[src/rtl/dram_pkg.sv]
package dram_pkg;
  // strobes passed from control to datapath, one cycle wide except drive
  typedef struct packed {
    logic loadRow;   // open row: copy array row into buffer
    logic storeRow;  // close row: write buffer back to array
    logic selCol;    // accepted column strobe: latch column
    logic writeCol;  // accepted column strobe with write enable
    logic drive;     // a column access is active
  } dramStrb_t;
endpackage

[src/rtl/dram_ctrl.sv]
module dram_ctrl
  import dram_pkg::*;
(
  input  logic      clk,
  input  logic      rstN,
  input  logic      rasN,
  input  logic      casN,
  input  logic      weN,
  output dramStrb_t strb,
  output logic      casErr
);
  logic rasPrev, casPrev, casValid;
  logic rasFall, rasRise, casFall, casGood;

  always_comb begin
    rasFall = rasPrev & ~rasN;
    rasRise = ~rasPrev & rasN;
    casFall = casPrev & ~casN;
    // a row counts as open only once rasN was low at the previous edge
    casGood = casFall & ~rasPrev & ~rasN;
  end

  always_ff @(posedge clk) begin
    if (!rstN) begin
      rasPrev  <= 1'b1;
      casPrev  <= 1'b1;
      casValid <= 1'b0;
      casErr   <= 1'b0;
    end else begin
      rasPrev <= rasN;
      casPrev <= casN;
      casErr  <= casFall & ~casGood;
      if (rasN || casN)  casValid <= 1'b0;
      else if (casGood)  casValid <= 1'b1;
    end
  end

  always_comb begin
    strb.loadRow  = rasFall;
    strb.storeRow = rasRise;
    strb.selCol   = casGood;
    strb.writeCol = casGood & ~weN;
    strb.drive    = casValid;
  end

  // an active access implies both strobes were low at the edge that kept it
  assert_access_needs_strobes_R3: assert property (@(posedge clk) disable iff (!rstN)
    casValid |-> $past(!rasN && !casN));

  // an orphan column strobe never starts an access
  assert_err_no_access_R8: assert property (@(posedge clk) disable iff (!rstN)
    casErr |-> !casValid);

  // the error flag is a single-cycle pulse
  assert_err_pulse_R8: assert property (@(posedge clk) disable iff (!rstN)
    casErr |=> !casErr);
endmodule

[src/rtl/dram_datapath.sv]
module dram_datapath
  import dram_pkg::*;
#(
  parameter int ROWS   = 4,
  parameter int COLS   = 4,
  parameter int DATA_W = 8,
  parameter int ADDR_W = 2
) (
  input  logic              clk,
  input  logic              rstN,
  input  dramStrb_t         strb,
  input  logic [ADDR_W-1:0] addrIn,
  input  logic [DATA_W-1:0] dIn,
  input  logic              oeN,
  input  logic              casN,
  output logic [DATA_W-1:0] dOut,
  output logic              dOutEn
);
  localparam int ROW_W = (ROWS > 1) ? $clog2(ROWS) : 1;
  localparam int COL_W = (COLS > 1) ? $clog2(COLS) : 1;

  typedef logic [COLS-1:0][DATA_W-1:0] rowWord_t;

  rowWord_t         cellArr [ROWS];
  rowWord_t         rowBuf;
  logic [ROW_W-1:0] rowSel, addrRow;
  logic [COL_W-1:0] colSel, addrCol;

  assign addrRow = addrIn[ROW_W-1:0];
  assign addrCol = addrIn[COL_W-1:0];

  always_ff @(posedge clk) begin
    if (!rstN) begin
      for (int i = 0; i < ROWS; i++) cellArr[i] <= '0;
      rowBuf <= '0;
      rowSel <= '0;
      colSel <= '0;
    end else begin
      if (strb.loadRow) begin
        rowSel           <= addrRow;
        rowBuf           <= cellArr[addrRow];
        cellArr[addrRow] <= '0;          // sensing drains the cells
      end
      if (strb.storeRow) cellArr[rowSel] <= rowBuf;
      if (strb.selCol)   colSel <= addrCol;
      if (strb.writeCol) rowBuf[addrCol] <= dIn;
    end
  end

  assign dOut   = rowBuf[colSel];
  assign dOutEn = strb.drive & ~oeN & ~casN;

  // activation copies the addressed array row into the buffer
  assert_row_load_R2: assert property (@(posedge clk) disable iff (!rstN)
    strb.loadRow |=> rowBuf == $past(cellArr[addrRow]));

  // activation leaves the array row drained until write-back
  assert_row_drained_R7: assert property (@(posedge clk) disable iff (!rstN)
    strb.loadRow |=> cellArr[rowSel] == '0);

  // closing the row restores the buffer into the latched row
  assert_writeback_R7: assert property (@(posedge clk) disable iff (!rstN)
    strb.storeRow |=> cellArr[$past(rowSel)] == $past(rowBuf));

  // an accepted write lands in the buffer at the strobed column
  assert_col_write_R6: assert property (@(posedge clk) disable iff (!rstN)
    strb.writeCol |=> rowBuf[$past(addrCol)] == $past(dIn));
endmodule

[src/rtl/dram_rowbuf.sv]
module dram_rowbuf
  import dram_pkg::*;
#(
  parameter int ROWS   = 4,
  parameter int COLS   = 4,
  parameter int DATA_W = 8,
  localparam int ROW_W  = (ROWS > 1) ? $clog2(ROWS) : 1,
  localparam int COL_W  = (COLS > 1) ? $clog2(COLS) : 1,
  localparam int ADDR_W = (ROW_W > COL_W) ? ROW_W : COL_W
) (
  input  logic              clk,
  input  logic              rstN,
  input  logic [ADDR_W-1:0] addrIn,
  input  logic              rasN,
  input  logic              casN,
  input  logic              weN,
  input  logic              oeN,
  input  logic [DATA_W-1:0] dIn,
  output logic [DATA_W-1:0] dOut,
  output logic              dOutEn,
  output logic              casErr
);
  dramStrb_t strb;

  dram_ctrl ctrl_i (
    .clk(clk), .rstN(rstN), .rasN(rasN), .casN(casN), .weN(weN),
    .strb(strb), .casErr(casErr)
  );

  dram_datapath #(
    .ROWS(ROWS), .COLS(COLS), .DATA_W(DATA_W), .ADDR_W(ADDR_W)
  ) dp_i (
    .clk(clk), .rstN(rstN), .strb(strb), .addrIn(addrIn), .dIn(dIn),
    .oeN(oeN), .casN(casN), .dOut(dOut), .dOutEn(dOutEn)
  );

  // the pin is never driven without a row open
  assert_drive_in_row_R4: assert property (@(posedge clk) disable iff (!rstN)
    dOutEn |-> !rasN);
endmodule

[config.mk]
export PLATFORM = sky130hd
export DESIGN_NAME = dram_rowbuf
export DESIGN_NICKNAME = d
export VERILOG_FILES = /design/src/rtl/dram_pkg.sv /design/src/rtl/dram_ctrl.sv /design/src/rtl/dram_datapath.sv /design/src/rtl/dram_rowbuf.sv
export SDC_FILE = /design/constraint.sdc
export NUM_CORES = 1
export LEC_CHECK = 0
export ABC_AREA = 1
export BUFFER_PORTS_ARGS = -buffer_cell sky130_fd_sc_hd__buf_2
export CORE_MARGIN = 5
export CORE_UTILIZATION = 64
export CTS_BUF_LIST = sky130_fd_sc_hd__clkbuf_8
export CTS_CLUSTER_DIAMETER = 150
export DETAILED_ROUTE_END_ITERATION = 10
export HOLD_SLACK_MARGIN = 0.12
export PLACE_DENSITY = 0.91
export SYNTH_ARGS = -nofsm -noshare
export SYNTH_HDL_FRONTEND = slang
export SYNTH_SLANG_ARGS = --single-unit
[constraint.sdc]
create_clock -name clk -period 3.4 [get_ports clk]
set_input_delay 0.17 -clock clk [delete_from_list [all_inputs] [get_ports clk]]
set_output_delay 0.17 -clock clk [all_outputs]
set_load 0.05 [all_outputs]
## Yosys cells after proc, flatten, opt, wreduce, memory -nomap -nowiden

Memory sizes are Yosys's and may differ from the RTL's.
Index checks and enable logic that the tools add are counted.

- Bits of input ports: 16
- Memory bits (writable): 128
- Output and inout port bits: 10
- Logic and storage cells: 56
- Memories: 1
- Register bits: 40

- Multiplexer cells: 21
- Bitwise gates (word level): 16
- Magnitude comparators: 3
- Reduce and logical (&&, ||, !) cells: 5

Memory list:

| name | depth | width | rd ports | clocked after Yosys merged registers in | write ports | RTL line | RTL |
|---|---|---|---|---|---|---|---|
| dp_i.cellArr | 4 | 32 | 1 | 0 | 4 | dram_datapath.sv:24 | `rowWord_t cellArr [ROWS];` |

Operators by type and width:

| kind | count |
|---|---|
| 32-bit two-way mux | 5 |
| 32-bit OR reduction | 2 |
| 32-bit bitwise mux | 1 |
| 8-bit binary-select mux with 2-bit select | 1 |
| 8-bit demux with 2-bit select | 1 |
| 8-bit two-way mux | 2 |
| 1-bit bitwise AND | 9 |
| 1-bit two-way mux | 9 |
| 1-bit NOT | 7 |
| 2-bit by 3-bit less-than comparator with 1-bit output, second input constant | 2 |
| 2-bit two-way mux | 2 |
| 2-bit by 1-bit greater-or-equal comparator with 1-bit output, second input constant | 1 |
| 2-bit OR reduction | 1 |
| 1-bit logical AND | 1 |
| 1-bit logical OR | 1 |

## Longest topological paths before layout

- Depth in word-level cells: 8
- Depth in mapped cells: 9
- Gate-level depth less buffers: 7

## Modules after synthesis

From an unflattened synthesis, not the netlist that was laid out.

- Cell total of the unflattened synthesis: 916
- Area total of the unflattened synthesis: 7,711.1 µm²

Modules (own cells, without submodules):

| module | cells each | area an instance (µm²) | sequential area each (µm²) | instances |
|---|---|---|---|---|
| dram_datapath | 890 | 7,522.2 | 4,564.4 | 1 |
| dram_ctrl | 26 | 188.9 | 80.1 | 1 |

## Worst setup path after synthesis

OpenSTA, ideal clock, no wires.

- Path type: register to register
- From: register ctrl_i.rasPrev
- To: memory dp_i.cellArr[3][0] (netlist name), enable pin
- Period minus slack after synthesis: 2.647 ns
- Stages on the path, launching flop included: 7
- Data required time: 2.979 ns
- Library setup time: 0.421 ns
- Setup slack: 0.753 ns
- Data arrival time: 2.226 ns
- Path buffers: 0
- Cell sequence: dfxtp_1 inv_2 nand3_4 inv_4 a21oi_4 o21ai_0 nor2_1

RTL lines:

| element | RTL line | RTL |
|---|---|---|
| start, declared | dram_ctrl.sv:12 | `logic rasPrev, casPrev, casValid;` |
| start signal, assigned | dram_ctrl.sv:30 | `rasPrev <= rasN;` |
| end, declared | dram_datapath.sv:24 |  |

==> metrics <==
total power about 4.3 mW; crit share post-route 0.696; post-CTS setup buffers 0; Routed Wire Length 21300 um; Reg clk slew, reported paths 0.08 ns; Synth Flop Type edfxtp_1; register bit total from synthesis about 170; fraction of layout instances using a drive strength above 1 0.107; CP Launch Type flip-flop; Slew Viols, Final 0; CTS tree yes; I/O Buffers 25; clock sinks about 170; routability cong. 0.932; worst clock skew between 0.008 and 0.009 ns; vias per cell 5.91; combinational cell fraction of total power 0.103; Placed Area a little over 8000 um^2; Critical Path, Cell by Cell inv_2 -> nand3_4 -> inv_4 -> a21oi_4 -> nand2_4 -> nand2_1 -> buf_4; Core Box Area 12500 um^2; Placement Setup Slack 1.07 ns; critical path endpoint dp_i.cellArr[1][20]$_SDFFCE_PN0P_; delay-heaviest family, CP simple AND/OR/NAND/NOR gates; WP buf/inv 3; synth top area cells edfxtp_1, nor2_1, nand2_1, dfxtp_1, nand3_1; Mapped Cells 939; Setup TNS 0 ns; Arrival @ worst endpoint 2.59 ns; DR DRC count 0; H-tree Lvls 4; # rows 41; Crit. path cell count 7; share of power burned in registers 0.545; Worst-Skew Late Latency 0.47 ns; crit end category flip-flop; setup ws final 1.03 ns; number of synthesized flops with an enable pin about 130; via count 6722; post-route ant nets 0; routed length per instance 18.7 um; largest net degree at the start of global routing between 60 and 70; die height about 120 um; CP Class flip-flop to flip-flop; Reg-to-Reg Start ctrl_i.rasPrev$_SDFF_PN1_; synth warn 0; vias in the first global route 6536; Slew headroom 0.519; TritonRoute pass-1 iters 6; worst-margin pin slew approximately 0.72 ns; Max IR drop VDD 0.362 mV; fin area 8730 um^2; # Max-Cap Violations 0; fmax 423 MHz; Synth top area share 0.475; Final Hold Vio Count 0; RR Endpoint dp_i.cellArr[1][20]$_SDFFCE_PN0P_; min Tclk post-route 2.37 ns; post-synth cell types 27; Die X 122 um; Initial Util 0.646; Synth async-reset ratio 0; gr ovfl total 0; Reg2Reg Depth 7; RSZ-0062 raised after global routing no; hpwl dp 13100 um; cell taking the most area after synthesis edfxtp_1; count leader, synth nor2_1; hold slack final 0.129 ns; Post-layout nets 969; fill count 923; CP max stage delay 0.39 ns; Mean Syn Cell Area 8.61 um^2; CTS root buffer clkbuf_8; initial DRC count approximately 900; Clock power frac 0.352; Hold Crit Class input pin to flip-flop; outcome completed; CP startpoint ctrl_i.rasPrev$_SDFF_PN1_; number of diodes 0; initial antenna violation count 0; first-pass GRT wire length around 34000 um; switch share 0.253; Synth top cells by count nor2_1, nand2_1, nand3_1; total CTS buffers 17; leakage power 3.89 nW; Mapped Nets 955; Internal Power 3.25 mW; maximum clock path buffer count 2; CP max-delay cell nand2_1; Layout area overhead 7.95%; PD cells 498 nW/um^2; Die Area about 15000 um^2; Post-Syn Area 8090 um^2; Critical Path Fanout Max 35; Ports 26; sequential fraction of the synthesis area 0.574; critical path data required time 3.63 ns; reg-to-reg slack, setup a little over 1 ns; Total GRT Usage 0.299; Psw 1.10 mW; Setup-failing EPs final 0
==> layer usage <==
layer | global-route usage | wire length (um) | up-vias
met3 | 0.0673 | 2330 | 116
li1 | - | - | 3076
met5 | 0 | 0 | -
met2 | 0.493 | 10300 | 460
met4 | 0.180 | 1300 | 0
met1 | 0.359 | 7380 | 3070
==> worst reg2reg max path: stages (launching register included) <==
cell and delay [ns]:
dfxtp_1 0.37, inv_2 0.11, nand3_4 0.12, inv_4 0.34
a21oi_4 0.12, nand2_4 0.32, nand2_1 0.41, buf_4 0.33
==> cells by family after synthesis <==
family,synth area share
AOI/OAI and AO/OA,0.0294
buffers and inverters,0.0713
DFF,0.574
and+or+nand+nor,0.325
==> worst min-delay path by stage <==
stage / startpoint / to / slack (ns) / depth (start not counted)
floorplan: rasN / ctrl_i.rasPrev$_SDFF_PN1_ / 0.28 / 2
global placement: casN / ctrl_i.casPrev$_SDFF_PN1_ / 0.43 / 3
detailed placement: casN / ctrl_i.casPrev$_SDFF_PN1_ / 0.44 / 3
CTS: dIn[3] / dp_i.rowBuf[27]$_SDFF_PN0_ / 0.12 / 5
global route: dIn[3] / dp_i.rowBuf[27]$_SDFF_PN0_ / 0.14 / 5
finish: dIn[3] / dp_i.rowBuf[27]$_SDFF_PN0_ / 0.13 / 5
==> repair_timing <==
| action | 4_1_cts | 5_1_grt |
|---|---|---|
| gates resized for setup | 0 | 0 |
| hold endpoints to repair | 22 | 0 |
| hold buffers | 10 | 0 |
==> area by class of cell <==
class | count | area (um^2) | area share
flip-flops and latches | 168 | 4640 | 0.532
multi-input cells | 661 | 2870 | 0.329
repair buffers | 52 | 365 | 0.0419
clock buffers | 18 | 248 | 0.0284
well taps | 172 | 215 | 0.0247
inverters | 53 | 201 | 0.0231
clock inverters | 14 | 180 | 0.0206
==> power by group through the flow <==
stage          combinational (mW)  clock [mW]  sequential [mW]
5_1_grt                     0.479        1.63             2.38
6_report                    0.446        1.53             2.37
3_3_place_gp                0.411           0             2.41
4_1_cts                     0.437        1.52             2.37
2_1_floorplan               0.314           0             2.40
3_5_place_dp                0.424           0             2.41
==> cell usage in the layout (no fill, tap or decap) <==
cell type,instances
nor3_1,1
dlygate4sd3_1,10
nand3_2,4
nor2_2,7
nand2_1,235
a21oi_2,1
inv_2,4
buf_2,25
clkinv_4,1
buf_12,1
nor2_1,238
nand3_1,129
nand3_4,2
inv_6,1
edfxtp_1,128
dfxtp_1,40
clkinv_2,4
a21oi_1,3
buf_4,16
bufinv_16,4
o22ai_4,2
a21oi_4,1
nand2_4,2
o21ai_0,19
clkbuf_8,18
inv_1,48
clkinv_1,2
o22ai_1,10
nand2_2,2
inv_4,1
nor2_4,5
clkinvlp_4,2
==> sequential cells by signal (all words and copies together) (netlist names) <==
| name | flops |
|---|---|
| dp_i.rowSel | 2 |
| dp_i.colSel | 2 |
| dp_i.rowBuf | 32 |
| dp_i.cellArr | 128 |
| ctrl_i.rasPrev | 1 |
| ctrl_i.casPrev | 1 |
| ctrl_i.casErr | 1 |
| ctrl_i.casValid | 1 |
==> stage by stage <==
stage,util,std cells
2_1_floorplan,-,939
3_3_place_gp,0.655,1096
3_5_place_dp,0.655,1096
4_1_cts,0.697,1138
5_1_grt,0.697,1138
6_report,0.697,1138
No activity file was read; power rests on OpenSTA's default activity.
